`src/rtl/fe_word_pkg.sv`:
```
package fe_word_pkg;

  typedef enum logic [1:0] {
    OP_LOAD  = 2'b00,
    OP_STORE = 2'b01,
    OP_TAKE  = 2'b10,
    OP_PUT   = 2'b11
  } fe_op_e;

endpackage

```
`src/rtl/fe_tag_bank.sv`:
```
module fe_tag_bank #(
  parameter int DEPTH = 16,
  parameter int IDX_W = 4
) (
  input  logic             clk,
  input  logic             rst_n,
  input  logic             set_en,
  input  logic             clr_en,
  input  logic [IDX_W-1:0] idx,
  output logic             tag_o,
  output logic [DEPTH-1:0] tags_o
);

  logic [DEPTH-1:0] tags_q;
  logic [DEPTH-1:0] tags_d;

  // one presence cell per word
  for (genvar g = 0; g < DEPTH; g++) begin : g_cell
    logic hit;
    assign hit = (idx == IDX_W'(g));
    always_comb begin
      tags_d[g] = tags_q[g];
      if (hit && set_en) tags_d[g] = 1'b1;
      else if (hit && clr_en) tags_d[g] = 1'b0;
    end
  end

  always_ff @(posedge clk or negedge rst_n) begin
    if (!rst_n) tags_q <= '0;
    else        tags_q <= tags_d;
  end

  assign tag_o  = tags_q[idx];
  assign tags_o = tags_q;

  AST_SET_CLR_EXCLUSIVE: assert property (@(posedge clk) disable iff (!rst_n)
    !(set_en && clr_en));
  AST_PUT_MARKS_FULL: assert property (@(posedge clk) disable iff (!rst_n)
    set_en |=> tags_q[$past(idx)]);
  AST_TAKE_MARKS_EMPTY: assert property (@(posedge clk) disable iff (!rst_n)
    clr_en |=> !tags_q[$past(idx)]);

endmodule

```
`src/rtl/fe_data_bank.sv`:
```
module fe_data_bank #(
  parameter int DEPTH  = 16,
  parameter int IDX_W  = 4,
  parameter int DATA_W = 8
) (
  input  logic              clk,
  input  logic              rst_n,
  input  logic              we,
  input  logic [IDX_W-1:0]  addr,
  input  logic [DATA_W-1:0] wdata,
  output logic [DATA_W-1:0] rdata
);

  logic [DATA_W-1:0] mem [DEPTH];

  always_ff @(posedge clk) begin
    if (we) mem[addr] <= wdata;
  end

  assign rdata = mem[addr];

  AST_WRITE_LANDS: assert property (@(posedge clk) disable iff (!rst_n)
    we |=> (mem[$past(addr)] == $past(wdata)));

endmodule

```
`src/rtl/fe_access_ctrl.sv`:
```
module fe_access_ctrl
  import fe_word_pkg::*;
#(
  parameter int DATA_W = 8
) (
  input  logic              fire,
  input  fe_op_e            op,
  input  logic              tag_cur,
  input  logic [DATA_W-1:0] rd_word,
  output logic              we,
  output logic              tag_set,
  output logic              tag_clr,
  output logic              retry_d,
  output logic [DATA_W-1:0] rdata_d
);

  always_comb begin
    we      = 1'b0;
    tag_set = 1'b0;
    tag_clr = 1'b0;
    retry_d = 1'b0;
    rdata_d = '0;
    if (fire) begin
      unique case (op)
        OP_LOAD:  rdata_d = rd_word;
        OP_STORE: we = 1'b1;
        OP_TAKE: begin
          if (tag_cur) begin
            rdata_d = rd_word;
            tag_clr = 1'b1;
          end else begin
            retry_d = 1'b1;
          end
        end
        OP_PUT: begin
          if (!tag_cur) begin
            we      = 1'b1;
            tag_set = 1'b1;
          end else begin
            retry_d = 1'b1;
          end
        end
        default: ;
      endcase
    end
  end

endmodule

```
`src/rtl/fe_word_mem.sv`:
```
module fe_word_mem
  import fe_word_pkg::*;
#(
  parameter int ADDR_W = 4,
  parameter int DATA_W = 8
) (
  input  logic              clk,
  input  logic              rst_n,
  input  logic              req_valid,
  output logic              req_ready,
  input  logic [1:0]        req_op,
  input  logic [ADDR_W-1:0] req_addr,
  input  logic [DATA_W-1:0] req_wdata,
  output logic              rsp_valid,
  output logic              rsp_retry,
  output logic [DATA_W-1:0] rsp_rdata
);

  localparam int DEPTH = 1 << ADDR_W;

  // reset: asserted asynchronously, released on the clock
  logic [1:0] rst_sync_q;
  logic       rst_n_i;

  always_ff @(posedge clk or negedge rst_n) begin
    if (!rst_n) rst_sync_q <= 2'b00;
    else        rst_sync_q <= {rst_sync_q[0], 1'b1};
  end
  assign rst_n_i = rst_sync_q[1];

  logic              ready_q;
  logic              fire;
  fe_op_e            op;
  logic              tag_cur;
  logic [DEPTH-1:0]  tags_all;
  logic [DATA_W-1:0] rd_word;
  logic              we;
  logic              tag_set;
  logic              tag_clr;
  logic              retry_d;
  logic [DATA_W-1:0] rdata_d;

  assign op        = fe_op_e'(req_op);
  assign req_ready = ready_q;
  assign fire      = req_valid && ready_q;

  fe_tag_bank #(.DEPTH(DEPTH), .IDX_W(ADDR_W)) u_tags (
    .clk    (clk),
    .rst_n  (rst_n_i),
    .set_en (tag_set),
    .clr_en (tag_clr),
    .idx    (req_addr),
    .tag_o  (tag_cur),
    .tags_o (tags_all)
  );

  fe_data_bank #(.DEPTH(DEPTH), .IDX_W(ADDR_W), .DATA_W(DATA_W)) u_data (
    .clk   (clk),
    .rst_n (rst_n_i),
    .we    (we),
    .addr  (req_addr),
    .wdata (req_wdata),
    .rdata (rd_word)
  );

  fe_access_ctrl #(.DATA_W(DATA_W)) u_ctrl (
    .fire    (fire),
    .op      (op),
    .tag_cur (tag_cur),
    .rd_word (rd_word),
    .we      (we),
    .tag_set (tag_set),
    .tag_clr (tag_clr),
    .retry_d (retry_d),
    .rdata_d (rdata_d)
  );

  // response registers
  logic              rsp_valid_q, rsp_valid_d;
  logic              rsp_retry_q;
  logic [DATA_W-1:0] rsp_rdata_q;

  assign rsp_valid_d = fire;

  always_ff @(posedge clk or negedge rst_n_i) begin
    if (!rst_n_i) begin
      ready_q     <= 1'b0;
      rsp_valid_q <= 1'b0;
      rsp_retry_q <= 1'b0;
      rsp_rdata_q <= '0;
    end else begin
      ready_q     <= 1'b1;
      rsp_valid_q <= rsp_valid_d;
      if (fire) begin
        rsp_retry_q <= retry_d;
        rsp_rdata_q <= rdata_d;
      end
    end
  end

  assign rsp_valid = rsp_valid_q;
  assign rsp_retry = rsp_retry_q;
  assign rsp_rdata = rsp_rdata_q;

  AST_RSP_FOLLOWS_FIRE: assert property (@(posedge clk) disable iff (!rst_n_i)
    fire |=> rsp_valid);
  AST_NO_STRAY_RSP: assert property (@(posedge clk) disable iff (!rst_n_i)
    !fire |=> !rsp_valid);
  AST_PUT_FULL_FREEZES: assert property (@(posedge clk) disable iff (!rst_n_i)
    (fire && op == OP_PUT && tag_cur) |=> ($stable(tags_all) && rsp_retry));
  AST_TAKE_EMPTY_FREEZES: assert property (@(posedge clk) disable iff (!rst_n_i)
    (fire && op == OP_TAKE && !tag_cur) |=> ($stable(tags_all) && rsp_retry));
  AST_PLAIN_KEEPS_TAGS: assert property (@(posedge clk) disable iff (!rst_n_i)
    (fire && !req_op[1]) |=> $stable(tags_all));
  AST_GRANTED_TAKE_WAS_FULL: assert property (@(posedge clk) disable iff (!rst_n_i)
    (rsp_valid && !rsp_retry && $past(req_op) == 2'b10) |-> $past(tag_cur));

endmodule

```
`config.mk`:
```
export PLATFORM = sky130hd
export DESIGN_NAME = fe_word_mem
export DESIGN_NICKNAME = d
export VERILOG_FILES = /design/src/rtl/fe_word_pkg.sv /design/src/rtl/fe_tag_bank.sv /design/src/rtl/fe_data_bank.sv /design/src/rtl/fe_access_ctrl.sv /design/src/rtl/fe_word_mem.sv
export SDC_FILE = /design/constraint.sdc
export NUM_CORES = 1
export LEC_CHECK = 0
export ABC_AREA = 1
export BUFFER_PORTS_ARGS = -buffer_cell sky130_fd_sc_hd__buf_2
export CAP_MARGIN = 10
export CELL_PAD_IN_SITES_DETAIL_PLACEMENT = 1
export CELL_PAD_IN_SITES_GLOBAL_PLACEMENT = 1
export CORE_MARGIN = 1
export CORE_UTILIZATION = 52
export DETAILED_ROUTE_END_ITERATION = 16
export HOLD_SLACK_MARGIN = 0.12
export PLACE_DENSITY_LB_ADDON = 0.1
export SLEW_MARGIN = 20
export SYNTH_ARGS = -nofsm -noshare
export SYNTH_HDL_FRONTEND = slang
export SYNTH_SLANG_ARGS = --single-unit
```
`constraint.sdc`:
```
create_clock -name clk -period 1.3 [get_ports clk]
set_input_delay 0.065 -clock clk [delete_from_list [all_inputs] [get_ports clk]]
set_output_delay 0.065 -clock clk [all_outputs]
set_load 0.02 [all_outputs]
```
==> results.cfg, run 1 <==
[run_status]
status = finished with violations
violations = negative setup slack

[clock_network]
cts.clk_slew.worst_paths_ns = 0.07
clk_latency_ns = 0.45
h-tree-depth = 4
cts_tree = built
cts-buffers-inserted = 17
cts_max_path_buffers = 2
root_buffer = clkbuf_16
clkSinkCount = 157

[synth]
yosysTopAreaCell = edfxtp_1
ys_seq_area_frac = 0.697
synth_flop_cell = edfxtp_1
ys_ff_latch = 157
netlist_area_um2 = 6560
syn_inst = 581
synthArstFlopShare = 0.185
synth_area_leaders = edfxtp_1 (59%), nand2_1 (13%), dfrtp_1 (11%)
synth-edff-count = 128
yosysUniqueCellTypes = 23
yosys_warnings = 0
yosys.area.top_type_share = 0.586
syn_area_per_cell_um2 = 11.3

[final_layout]
n_fill_cell = 1182
drive_above_1_share = 0.286
antenna_cells = 0
layout_commonest_cell = nand2_1
final_cell_mix = nand2_1 (208), edfxtp_1 (128), nand4_1 (56), buf_4 (35), nand3_1 (33)
fin_nets = 694
areaGrowthSynthToFinish_pct = 31.1

[critical_path]
cp_data_required_time_ns = 1.46
cp_cell_sequence = nand2_1 > nand2_1 > nand2_1 > nand2_1 > nand2_1 > nand2_1 > inv_2 > nand2_4 > nand2_8 > buf_12 > nand2_8 > nor3_4 > buf_12
critPathLaunch = u_tags.tags_o[7]
crit_path_max_fanout = 8
timing.rr.end = u_data.mem[10][4]
crit_top_cell = nand2_1
reg2reg_slack_ns = -0.77
cp-start-kind = register
cp-end-kind = register
worstSetupPathType = register to register
slowest_stage = dfrtp_1
worstPathArrival_ns = 2.23
rr_worst_depth = 13
crit_end = u_data.mem[10][4]
r2r-start = u_tags.tags_o[7]
cp_slowest_stage_delay_ns = 0.41

[routing]
drt-total-wl_mm = 24.2
dr.pass1.iters = 5
drtIter0Drc = 683
ant_nets = 0
post_drt_wl_per_cell_um = 28.2
drc = 0
vias_per_cell = 6.46
via_count = 5543

[sta]
timing.fmax_mhz = 483
finalHoldViolCount = 0
period_needed_ns = 2.07
rsz0062_at_grt = yes
drv_slew = 0
setup_viol = 153
timing.final.ws_setup_ns = -0.771
worstMarginPinSlew_ns = 0.858
hold_ws_ns = 0.159
fin_skew_ns = 0.0156
maxSlewHeadroom = 0.427
layout_worst_path_cycle_share = 1.59

[power_and_ir_drop]
seqPwrFrac = 0.468
peakVddDrop_v = 0.00147
powerDensity_nw_per_um2 = 1400
sw_frac_of_total = 0.266
p_int_w = 0.00883
leakage_nw = 3.32
clock_power_share = 0.420
p_sw_w = 0.00321
p_comb_frac = 0.113

[global_routing]
grt_use_total = 0.370
gr-total-overflow = 0
grt_pass1_wl_mm = 33.9
grt_pass1_vias = 5600
antenna_found_initial = 0
grt_max_degree = 34

[die]
initial_core_util = 0.539
die_w_um = 114
dieArea_um2 = 13100
rows = 40
fp.coreArea_um2 = 12200
io_pins = 28
chipHeight_um = 114

[placed_design]
place_ws_ns = -0.834
place_congestion = 0.831
io_buffers = 27
dp_hpwl_mm = 12.9

[min_path]
hp-class = input pin to register

[job]
drv_cap = 0
worst min path at each step:
stage / start / to / slack [ns] / depth (start not counted)
after global routing: req_op[1] / rsp_retry / 0.17 / 4
after detailed placement: rst_n / rst_sync_q[0] / -0.15 / 1
after global placement: rst_n / rst_sync_q[1] / -0.15 / 1
final: req_op[1] / rsp_retry / 0.16 / 4
after CTS: req_op[1] / rsp_retry / 0.13 / 4
after floorplan: rst_n / rst_sync_q[0] / -0.23 / 0
per-stage QoR:
stage               cells   util  TNS (ns)  instance area [um^2]  total power, W
floorplan             582      -    -56.67                  6680         0.00626
global placement      808  0.615    -84.82                  7480         0.00670
detailed placement    808  0.615   -101.00                  7480         0.00675
CTS                   856  0.693    -85.73                  8430          0.0118
global route          858  0.707   -115.97                  8600          0.0122
finish                858  0.707   -105.65                  8600          0.0120
Yosys cell counts (3+ instances only):
| cell type | n |
|---|---|
| dfrtp_1 | 29 |
| nand2_4 | 4 |
| clkbuf_1 | 11 |
| nand3_1 | 58 |
| buf_2 | 7 |
| buf_6 | 3 |
| inv_2 | 8 |
| nor3_2 | 10 |
| nand2_1 | 222 |
| nor2_1 | 19 |
| nor2_2 | 3 |
| nand4_1 | 56 |
| inv_1 | 7 |
| nor3_1 | 6 |
| edfxtp_1 | 128 |
flip-flops by register name, summed over array words and instances, names as in the netlist:
register and cells:
u_tags.tags_o 16, u_data.mem 128, rst_sync_q 2, rsp_rdata 8
req_ready 1, rsp_retry 1, rsp_valid 1
layer usage:
| metal | part of all wire | vias up | GRT usage |
|---|---|---|---|
| met2 | 0.49 | 384 | 0.612 |
| met5 | 0 | - | 0 |
| met1 | 0.37 | 2817 | 0.464 |
| met4 | 0.053 | 0 | 0.188 |
| met3 | 0.084 | 99 | 0.0799 |
| li1 | - | 2243 | - |
layout make-up:
type,count,area [um^2],share of cell area
Sequential cell,157,4570,0.531
Multi-Input combinational cell,386,2200,0.256
Timing Repair Buffer,99,966,0.112
Clock buffer,18,429,0.0499
Tap cell,168,210,0.0244
Clock inverter,14,159,0.0185
Inverter,16,65.1,0.00757
worst max-delay path: cells and delay by family, from the launching register on:
| family | cells | cell delay (ns) |
|---|---|---|
| buffers and inverters | 3 | 0.37 |
| AND/OR/NAND/NOR | 10 | 0.99 |
| flip-flops | 1 | 0.41 |
power groups by stage:
| stage | clock (W) | combinational [W] | sequential, W |
|---|---|---|---|
| floorplan | 0 | 0.000515 | 0.00574 |
| global placement | 0 | 0.000984 | 0.00571 |
| detailed placement | 0 | 0.00104 | 0.00572 |
| CTS | 0.00499 | 0.00122 | 0.00562 |
| global route | 0.00520 | 0.00141 | 0.00563 |
| finish | 0.00505 | 0.00136 | 0.00563 |
kinds of logic (layout without fill, tap and decap cells):
group	count (synthesis)	count (layout)	share of synthesized area
other	1	2	0.000572
and+or+nand+nor	382	384	0.272
DFF	157	157	0.697
buffers and inverters	41	147	0.0311
repair_timing:
item	4_1_cts	5_1_grt
gates resized for setup	39	32
hold buffers	11	0
pin swaps	26	18
endpoints found under the hold margin	131	0
cloned	3	0
endpoints found under the setup margin	153	153
buffers inserted	3	2
Power figures use the tool's default switching activity.
==> run 2: changes to the inputs <==
--- a/config.mk
+++ b/config.mk
@@ -12,5 +12,5 @@
 export CELL_PAD_IN_SITES_GLOBAL_PLACEMENT = 1
 export CORE_MARGIN = 1
-export CORE_UTILIZATION = 52
+export CORE_UTILIZATION = 45
 export DETAILED_ROUTE_END_ITERATION = 16
 export HOLD_SLACK_MARGIN = 0.12
==> constraint.sdc (replaced) <==
create_clock -name clk -period 1.8 [get_ports clk]
set_input_delay 0.09 -clock clk [delete_from_list [all_inputs] [get_ports clk]]
set_output_delay 0.09 -clock clk [all_outputs]
set_load 0.005 [all_outputs]
==> run 2 against run 1 <==
The run still ends with negative setup slack left. Critical path depth down 1. Register-to-register slack better by 0.74 ns. Power decreased by 31%. Wire length decreased by 22%. Flip-flop and latch count stayed put. Worst hold slack better by 0.0078 ns. Sequential power is 28% lower. Cell count is 0.93% lower. Via count is 13% lower. Non-clock buffer count down 17. Critical path type unchanged.
==> results.cfg, run 2 (synthesized netlist as in run 1, its figures left out) <==
[run_status]
status = finished with violations
violations = negative setup slack

[die]
fp.coreArea_um2 = 14000
chipHeight_um = 123
die_w_um = 123
io_pins = 28
dieArea_um2 = 15100
rows = 43
initial_core_util = 0.467

[placed_design]
place_area_um2 = 7180
place_congestion = 0.834
io_buffers = 27
dp_hpwl_mm = 12.3
place_ws_ns = -0.0922

[global_routing]
grt_pass1_vias = 4959
grt_use_total = 0.274
grt_pass1_wl_mm = 29.0
gr-total-overflow = 0
grt_max_degree = 33
antenna_found_initial = 0

[critical_path]
cp_data_required_time_ns = 1.94
reg2reg_slack_ns = -0.03
crit_path_max_fanout = 8
cp_cell_sequence = nand2_1 > nand2_1 > nand2_1 > nand2_1 > nand2_1 > nand2_1 > inv_2 > nand2_4 > nand2_8 > nand2_8 > nor3_2 > buf_6
critPathBufInv = 2
worstSetupPathType = register to register
slowest_stage = dfrtp_1
crit_end = u_data.mem[8][4]
crit_top_cell = nand2_1
cp-end-kind = register
cp-start-kind = register
rr_worst_depth = 12
worstPathArrival_ns = 1.97
r2r-start = u_tags.tags_o[0]
timing.rr.end = u_data.mem[8][4]
critPathTopFamily = simple AND/OR/NAND/NOR gates
worst-path-stages = 12
cp_slowest_stage_delay_ns = 0.41
critPathLaunch = u_tags.tags_o[0]

[routing]
wl_met1_mm = 8.33
vias_per_cell = 5.65
post_drt_wl_per_cell_um = 22.1
via_count = 4804
drc = 0
drtIter0Drc = 504
dr.pass1.iters = 5
met3_length_um = 844
drt-total-wl_mm = 18.8
ant_nets = 0
top_layer = met4
wl_met2_mm = 9.16

[power_and_ir_drop]
total_power_w = 0.00833
peakVddDrop_v = 0.000755
leakage_nw = 3.13
powerDensity_nw_per_um2 = 1030

[clock_network]
cts_tree = built
clk_latency_ns = 0.43
clkSinkCount = 157
h-tree-depth = 4
root_buffer = clkbuf_16
cts.clk_slew.worst_paths_ns = 0.06
cts-buffers-inserted = 17
post_cts_buffers = 0
cts_max_path_buffers = 2

[sta]
setup_viol = 20
period_needed_ns = 1.83
maxSlewHeadroom = 0.566
fin_skew_ns = 0.00627
layout_worst_path_cycle_share = 1.01
timing.final.ws_setup_ns = -0.0263
timing.fmax_mhz = 548
drv_slew = 0
worstMarginPinSlew_ns = 0.651
rsz0062_at_grt = yes
finalHoldViolCount = 0

[final_layout]
largest_register_ffs = 128
drive_above_1_share = 0.200
final_cell_mix = nand2_1 (222), edfxtp_1 (128), nand3_1 (58), nand4_1 (56), dfrtp_1 (29)
final_core_util = 0.574
design_area_um2 = 8060
regMostFlops = u_data.mem
antenna_cells = 0
layout_commonest_cell = nand2_1
fin_nets = 676
areaGrowthSynthToFinish_pct = 22.9

[min_path]
min-delay-start = req_valid
hp-class = input pin to register

[job]
drv_cap = 0
[run 2: cell count changes in the layout (fill, tap and decap cells not counted), sizes merged]
| cell | delta |
|---|---|
| inv | -3 |
| bufinv | +1 |
| nor2 | -1 |
| dlygate4sd3 | +2 |
| buf | -19 |
[run 2: area by class of cell]
type	count	area, um^2
repair buffers	82	696
clock buffers	18	429
fillers	1458	5980
inverters	16	66.3
clock inverters	12	148
multi-input cells	385	1930
well taps	180	225
flip-flops and latches	157	4570
[run 2: worst min path at each step]
stage,to,slack [ns],cells past startpoint
final,rsp_rdata[0],0.17,5
after global routing,rsp_rdata[1],0.20,5
after CTS,rsp_rdata[6],0.14,4
after detailed placement,rst_sync_q[0],-0.12,1
after global placement,rst_sync_q[0],-0.13,1
after floorplan,rst_sync_q[0],-0.21,0
[run 2: tightest hold or removal path: cells and delay by family]
kind / cells / cell delay (ns)
AND/OR/NAND/NOR: 3 / 0.19
buffers and inverters: 2 / 0.28
[run 2: stage by stage]
step / hold WS (ns) / TNS, ns / std cells
final: 0.167 / -0.303 / 850
after global routing: 0.197 / -11.13 / 850
after global placement: -0.126 / -0.701 / 806
after detailed placement: -0.125 / -7.16 / 806
after floorplan: -0.206 / -11.50 / 582
after CTS: 0.138 / -0.454 / 850
[run 2: report_power, final]
group	switching, W	leakage, nW	internal, W
Clock	0.00141	0.273	0.00215
Sequential	0.0000510	1.53	0.00401
Combinational	0.000493	1.32	0.000211
Total	0.00195	3.13	0.00637
[run 2: layer usage]
metal,global-route usage,up-vias
met5,0,-
met4,0.111,0
met3,0.0595,39
met2,0.441,124
met1,0.363,2445
li1,-,2196
[run 2: what timing repair did]
action,4_1_cts,5_1_grt
setup endpoints to repair,128,144
cloned,1,0
hold endpoints to repair,142,0
hold buffers,13,0
gates resized for setup,10,24
==> run 3: changes to the inputs <==
Settings changed: SETUP_SLACK_MARGIN from default to 0.02.
==> run 3 against run 2 <==
The run still ends with negative setup slack left. Power barely moved. Flip-flop and latch count did not move. Critical path type unchanged. Non-clock buffer count stayed put. Highest routed layer unchanged. Via count shrank 0.85%. Largest cell class unchanged.
==> results.cfg, run 3 (synthesized netlist as in run 1, its figures left out) <==
[run_status]
status = finished with violations
violations = negative setup slack

[final_layout]
antenna_cells = 0
fin_nets = 676
design_area_um2 = 8050
regMostFlops = u_data.mem
areaGrowthSynthToFinish_pct = 22.7
n_fill_cell = 1455
layout_commonest_cell = nand2_1
largest_register_ffs = 128
drive_above_1_share = 0.200
final_cell_mix = nand2_1 (222), edfxtp_1 (128), nand3_1 (58), nand4_1 (56), dfrtp_1 (29)

[min_path]
worstHoldPathCells = 5
hp-class = input pin to register
hold_end = rsp_rdata[0]
min-delay-start = req_valid

[die]
die_w_um = 123
fp.coreArea_um2 = 14000
io_pins = 28
dieArea_um2 = 15100
initial_core_util = 0.467
rows = 43
chipHeight_um = 123

[routing]
drtIter0Drc = 467
wl_met2_mm = 9.08
drc = 0
dr.pass1.iters = 5
ant_nets = 0
wl_met1_mm = 8.47
top_layer = met4
via_count = 4763
post_drt_wl_per_cell_um = 22.0
drt-total-wl_mm = 18.7
vias_per_cell = 5.60
met3_length_um = 711

[clock_network]
cts_tree = built
root_buffer = clkbuf_16
cts.clk_slew.worst_paths_ns = 0.06
h-tree-depth = 4
cts-buffers-inserted = 17
cts_max_path_buffers = 2
clk_latency_ns = 0.43
clkSinkCount = 157

[critical_path]
cp_data_required_time_ns = 1.94
reg2reg_slack_ns = -0.01
crit_path_max_fanout = 8
cp-end-kind = register
worstSetupPathType = register to register
cp-start-kind = register
worstPathArrival_ns = 1.95
timing.rr.end = u_data.mem[8][4]
r2r-start = u_tags.tags_o[0]
rr_worst_depth = 12

[sta]
rsz0062_at_grt = yes
layout_worst_path_cycle_share = 1.01
drv_slew = 0
setup_viol = 14
timing.fmax_mhz = 553
fin_skew_ns = 0.00574
period_needed_ns = 1.81
finalHoldViolCount = 0
timing.final.ws_setup_ns = -0.00975
worstMarginPinSlew_ns = 0.657
hold_ws_ns = 0.169
maxSlewHeadroom = 0.561

[power_and_ir_drop]
p_int_w = 0.00637
p_sw_w = 0.00195
peakVddDrop_v = 0.000757
sw_frac_of_total = 0.234
p_comb_frac = 0.084
leakage_nw = 3.11
powerDensity_nw_per_um2 = 1030
clock_power_share = 0.428
seqPwrFrac = 0.488

[global_routing]
grt_max_degree = 33
grt_use_total = 0.273
grt_pass1_wl_mm = 29.0
grt_pass1_vias = 4964
antenna_found_initial = 0
gr-total-overflow = 0

[placed_design]
place_ws_ns = -0.0922
io_buffers = 27
place_area_um2 = 7180
dp_hpwl_mm = 12.3
place_congestion = 0.834

[job]
drv_cap = 0
-- run 3: how the worst max path moves through the flow --
stage / from / end / slack (ns) / cells after the start
floorplan: u_tags.tags_o[15] / u_data.mem[0][0] / -0.17 / 11
global placement: req_addr[0] / rsp_rdata[1] / -0.03 / 10
detailed placement: req_addr[0] / u_data.mem[9][2] / -0.09 / 14
CTS: u_tags.tags_o[0] / u_data.mem[8][6] / 0.02 / 12
global route: u_tags.tags_o[0] / u_data.mem[8][4] / -0.10 / 12
finish: u_tags.tags_o[0] / u_data.mem[8][4] / -0.01 / 12
-- run 3: per-stage QoR --
stage	TNS, ns	util	power [W]	instances
floorplan	-11.50	-	0.00448	582
global placement	-0.701	0.511	0.00476	806
detailed placement	-7.16	0.511	0.00478	806
CTS	0	0.568	0.00836	850
global route	-10.01	0.573	0.00856	850
finish	-0.0805	0.573	0.00832	850
-- run 3: what timing repair did --
| action | 4_1_cts | 5_1_grt |
|---|---|---|
| gates resized for setup | 14 | 18 |
| pin swaps | 0 | 0 |
| setup buffers | 0 | 0 |
| hold buffers | 13 | 0 |
| cloned | 1 | 0 |
| hold endpoints to repair | 142 | 0 |
| endpoints found under the setup margin | 128 | 145 |
-- run 3: area by class of cell --
type / instances / area, um^2 / area share
repair buffers: 82 / 696 / 0.0865
clock buffers: 18 / 429 / 0.0533
well taps: 180 / 225 / 0.0280
inverters: 16 / 66.3 / 0.00824
clock inverters: 12 / 148 / 0.0183
multi-input cells: 385 / 1910 / 0.238
flip-flops and latches: 157 / 4570 / 0.568
-- run 3: power by group through the flow --
stage / combinational [W] / sequential (W) / clock, W
2_1_floorplan: 0.000357 / 0.00413 / 0
3_3_place_gp: 0.000628 / 0.00413 / 0
3_5_place_dp: 0.000649 / 0.00413 / 0
4_1_cts: 0.000700 / 0.00406 / 0.00360
5_1_grt: 0.000775 / 0.00407 / 0.00372
6_report: 0.000700 / 0.00406 / 0.00356
-- run 3: layer usage --
layer	vias to the layer above	global-route usage
li1	2201	-
met1	2418	0.366
met2	110	0.439
met3	34	0.0548
met4	0	0.106
met5	-	0
-- run 3: critical path, cell delays in order (launching register included) --
cell     delay (ns)
dfrtp_1        0.41
nand2_1        0.08
nand2_1        0.05
nand2_1        0.07
nand2_1        0.06
nand2_1        0.05
nand2_1        0.05
inv_2          0.09
nand2_4        0.08
nand2_8        0.09
nand2_8        0.10
nor3_2         0.19
buf_6          0.18
